$ cat config.mk
export PLATFORM = sky130hd
export DESIGN_NAME = pmp_perm_check
export DESIGN_NICKNAME = d
export VERILOG_FILES = /design/src/rtl/pmp_chk_pkg.sv /design/src/rtl/pmp_span_match.sv /design/src/rtl/pmp_first_pick.sv /design/src/rtl/pmp_rights_eval.sv /design/src/rtl/pmp_perm_check.sv
export SDC_FILE = /design/constraint.sdc
export NUM_CORES = 1
export LEC_CHECK = 0
export BUFFER_PORTS_ARGS = -buffer_cell sky130_fd_sc_hd__buf_2
export CORE_ASPECT_RATIO = 2
export CORE_UTILIZATION = 41
export CTS_CLUSTER_SIZE = 24
export DETAILED_ROUTE_END_ITERATION = 8
export GPL_ROUTABILITY_DRIVEN = 1
export SETUP_SLACK_MARGIN = 0.1
export SLEW_MARGIN = 30
export SYNTH_ARGS = -nofsm -noshare
export SYNTH_HDL_FRONTEND = slang
export SYNTH_SLANG_ARGS = --single-unit
$ cat constraint.sdc
create_clock -name clk -period 0.85 [get_ports clk]
set_clock_uncertainty 0.1 [all_clocks]
set_input_delay 0.085 -clock clk [delete_from_list [all_inputs] [get_ports clk]]
set_output_delay 0.085 -clock clk [all_outputs]
set_load 0.03 [all_outputs]
$ cat src/rtl/pmp_chk_pkg.sv
package pmp_chk_pkg;
   typedef enum logic [1:0] {
      MODE_USR = 2'd0,
      MODE_SUP = 2'd1,
      MODE_RSV = 2'd2,
      MODE_MCH = 2'd3
   } priv_mode_e;

   localparam int RIGHT_R = 0;
   localparam int RIGHT_W = 1;
   localparam int RIGHT_X = 2;
   localparam int RIGHTS_W = 3;
endpackage

$ cat src/rtl/pmp_span_match.sv
module pmp_span_match #(
   parameter int ADDR_W = 32
) (
   input  logic [ADDR_W-1:0] lo_b,
   input  logic [ADDR_W-1:0] hi_b,
   input  logic [ADDR_W-1:0] first_b,
   input  logic [ADDR_W-1:0] last_b,
   input  logic              en,
   output logic              covers,
   output logic              straddles
);
   logic first_in, last_in;

   always_comb begin
      first_in  = (first_b >= lo_b) && (first_b <= hi_b);
      last_in   = (last_b >= lo_b) && (last_b <= hi_b);
      covers    = en && first_in && last_in;
      straddles = en && (first_in ^ last_in);
   end
endmodule

$ cat src/rtl/pmp_first_pick.sv
module pmp_first_pick #(
   parameter int N     = 8,
   parameter int IDX_W = 3
) (
   input  logic [N-1:0]     cand,
   output logic             found,
   output logic [IDX_W-1:0] idx
);
   always_comb begin
      found = |cand;
      idx   = '0;
      for (int i = N - 1; i >= 0; i--) begin
         if (cand[i]) idx = IDX_W'(i);
      end
   end
endmodule

$ cat src/rtl/pmp_rights_eval.sv
module pmp_rights_eval
   import pmp_chk_pkg::*;
(
   input  priv_mode_e          mode,
   input  logic                locked,
   input  logic [RIGHTS_W-1:0] ent_rights,
   input  logic [RIGHTS_W-1:0] want,
   input  logic                partial,
   output logic                ok
);
   logic [RIGHTS_W-1:0] allow;

   always_comb begin
      if (mode == MODE_MCH && !locked) allow = '1;
      else                             allow = ent_rights;
      ok = !partial && ((want & ~allow) == '0);
   end
endmodule

$ cat src/rtl/pmp_perm_check.sv
module pmp_perm_check
   import pmp_chk_pkg::*;
#(
   parameter int N_ENTRIES = 8,
   parameter int ADDR_W    = 32,
   parameter int SIZE_W    = 8,
   parameter int XLEN      = 32,
   parameter bit REG_OUT   = 1'b1,
   localparam int IDX_W    = (N_ENTRIES > 1) ? $clog2(N_ENTRIES) : 1
) (
   input  logic                          clk,
   input  logic                          rst_n,
   input  logic [ADDR_W-1:0]             acc_addr,
   input  logic [SIZE_W-1:0]             acc_size,
   input  logic                          acc_rd,
   input  logic                          acc_wr,
   input  logic                          acc_ex,
   input  logic [1:0]                    cur_mode,
   input  logic [N_ENTRIES-1:0]          ent_on,
   input  logic [N_ENTRIES-1:0]          ent_lock,
   input  logic [RIGHTS_W*N_ENTRIES-1:0] ent_perm,
   input  logic [ADDR_W*N_ENTRIES-1:0]   ent_lo,
   input  logic [ADDR_W*N_ENTRIES-1:0]   ent_hi,
   output logic                          grant,
   output logic                          hit,
   output logic [IDX_W-1:0]              hit_idx
);
   localparam int WORD_BYTES = XLEN / 8;

   if (N_ENTRIES < 1) begin : g_bad_n
      $error("N_ENTRIES must be at least 1");
   end
   if (XLEN % 8 != 0 || XLEN < 8) begin : g_bad_xlen
      $error("XLEN must be a positive multiple of 8");
   end
   if (WORD_BYTES >= (1 << SIZE_W)) begin : g_bad_size
      $error("SIZE_W too narrow for one machine word");
   end
   if (SIZE_W > ADDR_W) begin : g_bad_sw
      $error("SIZE_W must not exceed ADDR_W");
   end

   logic [SIZE_W-1:0]    eff_size;
   logic [ADDR_W-1:0]    last_b;
   logic [N_ENTRIES-1:0] cov, strad, cand;

   always_comb begin
      eff_size = (acc_size == '0) ? SIZE_W'(WORD_BYTES) : acc_size;
      last_b   = acc_addr + ADDR_W'(eff_size) - ADDR_W'(1);
   end

   for (genvar g = 0; g < N_ENTRIES; g++) begin : g_ent
      pmp_span_match #(.ADDR_W(ADDR_W)) u_span (
         .lo_b      (ent_lo[g*ADDR_W +: ADDR_W]),
         .hi_b      (ent_hi[g*ADDR_W +: ADDR_W]),
         .first_b   (acc_addr),
         .last_b    (last_b),
         .en        (ent_on[g]),
         .covers    (cov[g]),
         .straddles (strad[g])
      );
      assign cand[g] = cov[g] | strad[g];
   end

   logic             found;
   logic [IDX_W-1:0] pick;

   pmp_first_pick #(.N(N_ENTRIES), .IDX_W(IDX_W)) u_pick (
      .cand  (cand),
      .found (found),
      .idx   (pick)
   );

   priv_mode_e          mode_e;
   logic [RIGHTS_W-1:0] want, sel_rights;
   logic                sel_lock, sel_strad, ent_ok;

   always_comb begin
      mode_e     = priv_mode_e'(cur_mode);
      want       = {acc_ex, acc_wr, acc_rd};
      sel_rights = ent_perm[32'(pick)*RIGHTS_W +: RIGHTS_W];
      sel_lock   = ent_lock[pick];
      sel_strad  = strad[pick];
   end

   pmp_rights_eval u_eval (
      .mode       (mode_e),
      .locked     (sel_lock),
      .ent_rights (sel_rights),
      .want       (want),
      .partial    (sel_strad),
      .ok         (ent_ok)
   );

   logic             v_grant, v_hit;
   logic [IDX_W-1:0] v_idx;

   always_comb begin
      v_hit   = found;
      v_idx   = found ? pick : '0;
      v_grant = found ? ent_ok : (mode_e == MODE_MCH);
   end

   if (REG_OUT) begin : g_reg
      always_ff @(posedge clk or negedge rst_n) begin
         if (!rst_n) begin
            grant   <= 1'b0;
            hit     <= 1'b0;
            hit_idx <= '0;
         end else begin
            grant   <= v_grant;
            hit     <= v_hit;
            hit_idx <= v_idx;
         end
      end
   end else begin : g_comb
      always_comb begin
         grant   = v_grant;
         hit     = v_hit;
         hit_idx = v_idx;
      end
   end
endmodule

Word-level counts from Yosys, hierarchy flattened. Cells that the tools add are included.

Memories kept: 0. Logic and storage cells: 122. ROM bits: 0. RAM bits: 0. Input bits: 599. Output and inout port bits: 5. Bits in latches: 0. Register bits after elaboration: 5.

Div/mod/pow operators: 0. Reductions and logical operators: 47. Equal/unequal tests: 1. Order comparisons: 33. Bitwise operators: 18. Add/sub/neg operators: 2. Multiplexer cells: 16. Shifts and indexed selects: 1. Multipliers: 1.

Operators with widths (number): >= comparator 32 bit (16); less-or-equal comparator 32 bit (16); logical AND 1 bit (42); adder 32 x 8 -> 32 bit (1); subtractor 32 x 1 -> 32 bit, second input constant (1); 2-to-1 mux 3 bit (10); variable part select 24 x 6 -> 3 bit (1); logical NOT 8 bit (1); 2-to-1 mux 8 bit (1); OR 1 bit (8); OR reduction 8 bit (1); XOR 1 bit (8); binary-select mux 1 bit (select 3 bit) (2); multiplier 3 x 2 -> 5 bit, second input constant (1); < comparator 3 x 4 -> 1 bit, second input constant (1); AND 3 bit (1); logical NOT 3 bit (1); 2-to-1 mux 1 bit (3); inverter 3 bit (1); == test 2 bit, second input constant (1); logical NOT 1 bit (2).

Logic depth before layout (Yosys ltp). Gate-level depths: netlist of run 1.

Word-level depth: 27. Mapped depth: 37. Mapped depth without buffers: 35.

Cells and area by module. From an unflattened synthesis of run 1, not the netlist that was laid out.

Cell total of the unflattened synthesis: 3418. Area total of the unflattened synthesis: 26580.5 um2.

By module, submodules not included: pmp_span_match (sequential area each 0.0 um2, area an instance 3009.1 um2, cells each 385, instances 8); pmp_perm_check (sequential area each 125.1 um2, area an instance 2387.3 um2, cells each 320, instances 1); pmp_first_pick (sequential area each 0.0 um2, area an instance 81.3 um2, cells each 13, instances 1); pmp_rights_eval (sequential area each 0.0 um2, area an instance 38.8 um2, cells each 5, instances 1).

Worst setup path after synthesis of run 1. Ideal clock, no wire load.

Path kind: input to register. Start: in acc_size[6]. End: reg grant. Arrival time: 7462 ps. Setup slack: -6842 ps. Library setup time: 130 ps. Data required time: 620 ps. Path buffers: 2. Cell stages on the path: 35. Cell sequence: nor4_1 -> a41oi_1 -> ha_1 -> inv_1 -> ha_1 -> a21o_1 -> a21oi_1 -> o21ai_1 -> a31oi_1 -> o21a_1 -> o31ai_1 -> o41ai_1 -> o21ai_0 -> or4_1 -> a31oi_1 -> o21bai_1 -> a21oi_1 -> a21oi_1 -> xor2_1 -> ha_1 -> a21oi_1 -> nand2_1 -> a221oi_1 -> nand2_1 -> or3_1 -> a32o_2 -> or4_1 -> nor2b_1 -> buf_4 -> buf_6 -> mux2i_1 -> nand3b_1 -> nand3_1 -> a41oi_1 -> o31ai_1.

Longest elaborated chain between the ends: 27. Elaborated cells between the ends (all ways): 84. Classes of those cells: 2 x add/sub; 1 x mul; 16 x order compare; 1 x shift; 15 x mux; 18 x bitwise; 31 x reduce/logical.

RTL lines: start: declaration (line pmp_perm_check.sv:14) `input logic [SIZE_W-1:0] acc_size,`; logical NOT 8 bit (line pmp_perm_check.sv:48) `eff_size = (acc_size == '0) ? SIZE_W'(WORD_BYTES) : acc_size;`; 2-to-1 mux 8 bit * (line pmp_perm_check.sv:48); adder 32 x 8 -> 32 bit * (line pmp_perm_check.sv:49) `last_b = acc_addr + ADDR_W'(eff_size) - ADDR_W'(1);`; subtractor 32 x 1 -> 32 bit * (line pmp_perm_check.sv:49); branches (longest 22 deep; another with >= comparator 32 bit); 2-to-1 mux 1 bit * (line pmp_perm_check.sv:101) `v_grant = found ? ent_ok : (mode_e == MODE_MCH);`; via v_grant (line pmp_perm_check.sv:95) `logic v_grant, v_hit;`; end signal: assignment (line pmp_perm_check.sv:111) `grant <= v_grant;`; end: declaration (line pmp_perm_check.sv:24) `output logic grant,`.

Mark *: on every way through the listed nets, which the timed path passes. The select of a mux whose other input is x is not followed.

Worst setup path after layout of run 1. Same ends and word-level chain as after synthesis.

==> flow_summary_export.csv, run 1 <==
group,metric,value,unit
cells_and_area,drive_above_1_share,31.37,%
placed_design,portBuffers,603,
routing,drt_iter0_markers,1859,
synth,yosys-top-cells-area,"ha_1, inv_1, a21oi_1, a21o_1, nand4_1",
worst_setup_path,setup.worst_path.start_class,"input pin",
routing,vias_per_cell,5.772,
worst_setup_path,crit_type,"input pin to flip-flop",
global_routing,busiest_layer,"met2",
timing,hold_viol,0,
outcome,status,"finished, violations left",
synth,synth_edf_count,0,
cells_and_area,fillerInstances,6024,
routing,wl_per_cell,22.95,um
worst_setup_path,cp.required,0.88,ns
cells_and_area,layout.nets,6470,
cts,htree_levels,1,
cts,numClockSinks,5,
timing,grt_setup_unrepaired,"true",
worst_setup_path,cp_common_cell,"buf_4",
routing,drc,0,
timing,worst_pin_slew,0.8050,ns
floorplanning,fp.dieW,181.4,um
synth,synth_top_cell_by_area,"ha_1",
cts,cts.path.max_buffers,2,
worst_setup_path,slowest_delay,0.42,ns
synth,syn_area,26390,um2
timing,slew_headroom,46.22,%
cts,cts_buffers,3,
global_routing,use_met1,41.45,%
global_routing,first_global_vias,32410,
worst_setup_path,crit_buf_inv,7,
global_routing,grtUsageTotal,38.08,%
placed_design,dp_hpwl,113400,um
floorplanning,start_util,41.38,%
worst_hold_path,hp-class,"input pin to asynchronous set/reset pin",
routing,first_pass_iters,7,
timing,fin_crit_sh,868.7,%
routing,ant_nets,0,
global_routing,grt_overflow_total,0,
routing,vias,32360,
floorplanning,die_area,65430,um2
floorplanning,ios,604,
worst_setup_path,cp_data_arrival_time,7.41,ns
synth,synth_top_area_share,50.36,%
worst_setup_path,critPathMaxFanout,4,
global_routing,grt_max_degree,17,
routing,routed_wl,128700,um
synth,async_flop_share,100.0,%
pwr,p_per_area,1094,nW/um2
timing,max_freq,135.4,MHz
timing,setup_viol,10,
outcome,violations,"setup timing",
synth,synthFlopType,"dfrtp_1",
worst_setup_path,critPathCaptureType,"flip-flop",
cts,clockRootBuffer,"clkbuf_16",
flow_run,drv_cap,0,
timing,setup_ws,-6.534,ns
global_routing,antenna_found_initial,2,
global_routing,grt_pass1_wl,187700,um
cells_and_area,fin_util,59.17,%
synth,syn-num-nets,5108,
timing,maxSlewViolCount,0,
synth,synth-seq-area-share,0.4742,%
timing,setup_tns,-30.05,ns
synth,synth_warnings,0,
floorplanning,num_rows,131,
timing,min_period,7.384,ns
synth,synth-seq-cells,5,
pwr,p_leak,21.83,nW
global_routing,use_met2,67.71,%
worst_setup_path,crit_family,"compound AO/OA/AOI/OAI gates",
floorplanning,die_h,360.8,um
synth,synthDistinctLibCells,90,
cells_and_area,area_delta_synth_final,42.97,%
floorplanning,coreArea,63760,um2
cts,path_clk_slew,0.03,ns
placed_design,globalplace.congestion,1.005,
synth,synthCells,3446,
synth,syn_area_per_cell,7.657,um2
global_routing,met3_usage,4.107,%
pwr,peakVddDrop,0.6679,mV
worst_setup_path,slowest_stage,"or4_1",
cts,cts_tree,"done",
[stage by stage]
stage,std cells,cell area (um2),setup slack [ns],power (mW),hold WS (ns)
final,5607,37720,-6.534,41.27,0.09988
after CTS,5589,37130,-6.523,39.43,0.1128
after detailed placement,5566,36620,-7.200,37.50,-0.1980
after floorplan,3446,26580,-6.141,19.45,-0.3106
after global placement,5566,36620,-7.022,36.96,-0.1969
after global routing,5607,37720,-6.866,45.01,0.1181
[area by class of cell]
| class | count | area [um2] | area share (%) |
|---|---|---|---|
| Antenna cell | 2 | 5.005 | 0.01327 |
| Clock buffer | 4 | 78.83 | 0.2090 |
| Inverter | 600 | 2256 | 5.980 |
| Multi-Input combinational cell | 2837 | 24920 | 66.06 |
| Sequential cell | 5 | 125.1 | 0.3317 |
| Tap cell | 798 | 998.5 | 2.647 |
| Timing Repair Buffer | 1361 | 9339 | 24.76 |
[power by group]
part | internal (mW) | switching [mW] | total (mW)
combinational | 18.9 | 21.2 | 40.1
sequential | 0.331 | 0.0465 | 0.378
clock | 0.621 | 0.152 | 0.773
[cell usage after synthesis (all sizes together), types with 11 or more instances]
cell type / count
a221oi: 24
a2111oi: 23
and3: 13
nor3: 30
o31ai: 17
or3: 11
or2: 12
nand4: 166
nand2: 180
o21a: 32
nand2b: 24
nor2: 115
nand3: 81
xnor2: 24
o21ai: 165
a31oi: 14
and2: 12
o211ai: 43
mux2i: 11
nor2b: 41
inv: 600
a21oi: 343
a211oi: 41
and4: 33
nor4: 27
a21o: 148
ha: 1062
[cells by family (layout without fill, tap and decap cells)]
logic type	count (synthesis)	after routing	synth area share, %
adders and majority gates	1063	1063	50.44
and+or+nand+nor	772	772	15.55
AOI/OAI and AO/OA	959	959	23.37
muxes	13	13	0.5027
DFF	5	5	0.4742
xor gates and xnor gates	30	30	0.9958
other	0	2	0
buffers and inverters	604	1965	8.668
[cells in the final DEF (no fill, tap or decap), drive strengths merged, types with 23 or more instances in the layout]
cell	count
xnor2	24
nand3	81
o21ai	165
nand2b	24
a21o	148
a221oi	24
nor4	27
buf	1358
nor2	115
nand4	166
nand2	180
nor3	30
a211oi	41
and4	33
nor2b	41
inv	599
a21oi	343
a2111oi	23
o21a	32
ha	1062
o211ai	43
[flip-flops by register name, summed over array words and instances, names as in the netlist]
register,count
grant,1
hit,1
hit_idx,3
[timing repair]
action                                  4_1_cts  5_1_grt
hold buffers                                  1        0
setup buffers                                17       17
cloned                                        1        2
endpoints found under the hold margin         5        0
gates resized for setup                      45       78
endpoints found under the setup margin       10       10
pin swaps                                    13       51
[worst max-delay path by stage]
| stage | from | to | slack [ns] | cells after the start |
|---|---|---|---|---|
| CTS | acc_size[6] | grant | -6.52 | 39 |
| detailed placement | acc_size[6] | grant | -7.20 | 37 |
| global placement | acc_size[6] | grant | -7.02 | 37 |
| global route | acc_size[6] | grant | -6.87 | 37 |
| finish | acc_size[6] | grant | -6.53 | 38 |
| floorplan | acc_size[6] | grant | -6.14 | 34 |
[layer usage]
metal / share of wire [%] / vias to the layer above
li1: - / 15600
met1: 37 / 14910
met2: 47 / 1407
met3: 6.2 / 449
met4: 9.5 / 0
met5: 0 / -
(Power assumes the default switching activity.)
==> inputs of run 2 (changes only) <==
--- a/config.mk
+++ b/config.mk
@@ -11,6 +11,7 @@
 export CTS_CLUSTER_SIZE = 24
 export DETAILED_ROUTE_END_ITERATION = 8
 export GPL_ROUTABILITY_DRIVEN = 1
+export MAX_ROUTING_LAYER = met4
 export SETUP_SLACK_MARGIN = 0.1
 export SLEW_MARGIN = 30
 export SYNTH_ARGS = -nofsm -noshare
==> flow_summary_export.csv, run 2 (same netlist as run 1, synthesis figures left out) <==
group,metric,value,unit
global_routing,grtUsageTotal,39.56,%
timing,hold_viol,0,
routing,vias,32350,
routing,ant_nets,0,
worst_setup_path,cp-endpoint,"grant",
cells_and_area,layout.nets,6478,
floorplanning,coreArea,63760,um2
floorplanning,num_rows,131,
cts,path_clk_slew,0.03,ns
cells_and_area,largest_reg_flops,3,
pwr,peakVddDrop,0.8806,mV
floorplanning,start_util,41.38,%
cts,clockRootBuffer,"clkbuf_16",
placed_design,dp_cells,5577,
worst_setup_path,slowest_stage,"or3_4",
global_routing,grt_max_degree,18,
worst_setup_path,crit_type,"input pin to flip-flop",
timing,min_period,7.399,ns
worst_setup_path,cp_data_arrival_time,7.43,ns
worst_setup_path,critPathMaxFanout,6,
routing,drc,0,
worst_setup_path,slowest_delay,0.40,ns
global_routing,antenna_found_initial,7,
pwr,p_per_area,1092,nW/um2
global_routing,first_global_vias,32310,
worst_setup_path,setup.worst_path.start_class,"input pin",
timing,setup_tns,-30.18,ns
cells_and_area,largest_register,"hit_idx",
routing,first_pass_iters,7,
global_routing,grt_pass1_wl,188300,um
timing,slew_headroom,47.04,%
floorplanning,die_h,360.8,um
flow_run,drv_cap,0,
cts,htree_levels,1,
placed_design,globalplace.congestion,1.030,
routing,vias_per_cell,5.757,
cts,cts.path.max_buffers,2,
timing,setup_viol,10,
timing,maxSlewViolCount,0,
placed_design,dp_hpwl,114600,um
cts,numClockSinks,5,
cts,cts_buffers,3,
timing,grt_setup_unrepaired,"true",
outcome,violations,"setup timing",
floorplanning,fp.dieW,181.4,um
cells_and_area,drive_above_1_share,31.21,%
cells_and_area,fin_cells,5619,
cells_and_area,mostFrequentLayoutCells,"ha_1, buf_4, inv_1",
routing,wl_per_cell,23.16,um
worst_setup_path,startpoint,"acc_size[0]",
pwr,p_leak,21.80,nW
cts,cts_tree,"done",
cells_and_area,final_common_cell,"ha_1",
routing,routed_wl,130100,um
floorplanning,ios,604,
cells_and_area,top_regs,"hit_idx: 3 flops, grant: 1 flops, hit: 1 flops",
outcome,status,"finished, violations left",
timing,worst_pin_slew,0.7877,ns
global_routing,grt_overflow_total,0,
timing,fin_crit_sh,870.5,%
cells_and_area,area_delta_synth_final,42.41,%
timing,setup_ws,-6.549,ns
worst_setup_path,cp.required,0.88,ns
worst_hold_path,hp-class,"input pin to asynchronous set/reset pin",
floorplanning,die_area,65430,um2
routing,drt_iter0_markers,1820,
placed_design,portBuffers,603,
timing,max_freq,135.2,MHz
worst_setup_path,critPathCaptureType,"flip-flop",
-- run 2: changes by cell type in the layout (fill, tap and decap cells not counted), sizes merged --
cell | before | now
diode | 2 | 6
clkbuf | 6 | 5
o21a | 32 | 33
buf | 1358 | 1366
-- run 2: repair_timing --
item / in CTS / in global routing
setup buffers: 17 / 13
cloned: 1 / 2
hold buffers: 1 / 0
setup endpoints to repair: 10 / 10
pin swaps: 49 / 42
gates resized for setup: 68 / 31
hold endpoints to repair: 5 / 0
-- run 2: cell type report --
| class | instances | area [um2] |
|---|---|---|
| Antenna cell | 6 | 15.01 |
| Clock buffer | 4 | 78.83 |
| Fill cell | 6161 | 26180 |
| Inverter | 600 | 2256 |
| Multi-Input combinational cell | 2838 | 24800 |
| Sequential cell | 5 | 125.1 |
| Tap cell | 798 | 998.5 |
| Timing Repair Buffer | 1368 | 9304 |
-- run 2: critical path: cells and delay by family --
kind / cells / cell delay [ns]
buf+inv: 5 / 0.68
simple gates: 10 / 1.87
fa+ha+maj: 3 / 0.72
compound gates: 18 / 3.85
xor+xnor: 1 / 0.21
-- run 2: worst min path at each step --
stage	end	slack, ns	start	depth (start not counted)
4_1_cts	grant	0.11	cur_mode[0]	3
3_3_place_gp	hit_idx[0]	-0.19	rst_n	1
3_5_place_dp	hit_idx[1]	-0.19	rst_n	1
6_report	hit_idx[1]	0.10	rst_n	2
2_1_floorplan	grant	-0.31	rst_n	0
5_1_grt	hit_idx[1]	0.13	rst_n	2
-- run 2: power breakdown --
part           switching, mW  internal, mW  total, mW
Clock                  0.147         0.621      0.768
Combinational           21.2          18.7       39.9
Sequential            0.0561         0.332      0.388
-- run 2: metal layers --
metal	share of wire (%)	wire (um)	up-vias	global-route usage, %
met2	48	61830	1375	68.45
met1	37	48730	14930	41.52
met5	0	0	-	-
met4	9.0	11770	0	28.93
li1	-	-	15620	-
met3	6.0	7811	424	4.107
-- run 2: through the flow --
stage          total power, mW  util (%)  instance area, um2  setup slack [ns]  hold slack (ns)
2_1_floorplan            19.45         -               26580            -6.141          -0.3106
3_3_place_gp             37.21     57.53               36680            -7.286          -0.1899
3_5_place_dp             37.74     57.55               36690            -7.214          -0.1913
4_1_cts                  39.84     58.46               37280            -6.572           0.1099
5_1_grt                  44.83     58.93               37580            -6.914           0.1327
6_report                 41.03     58.93               37580            -6.549           0.1007
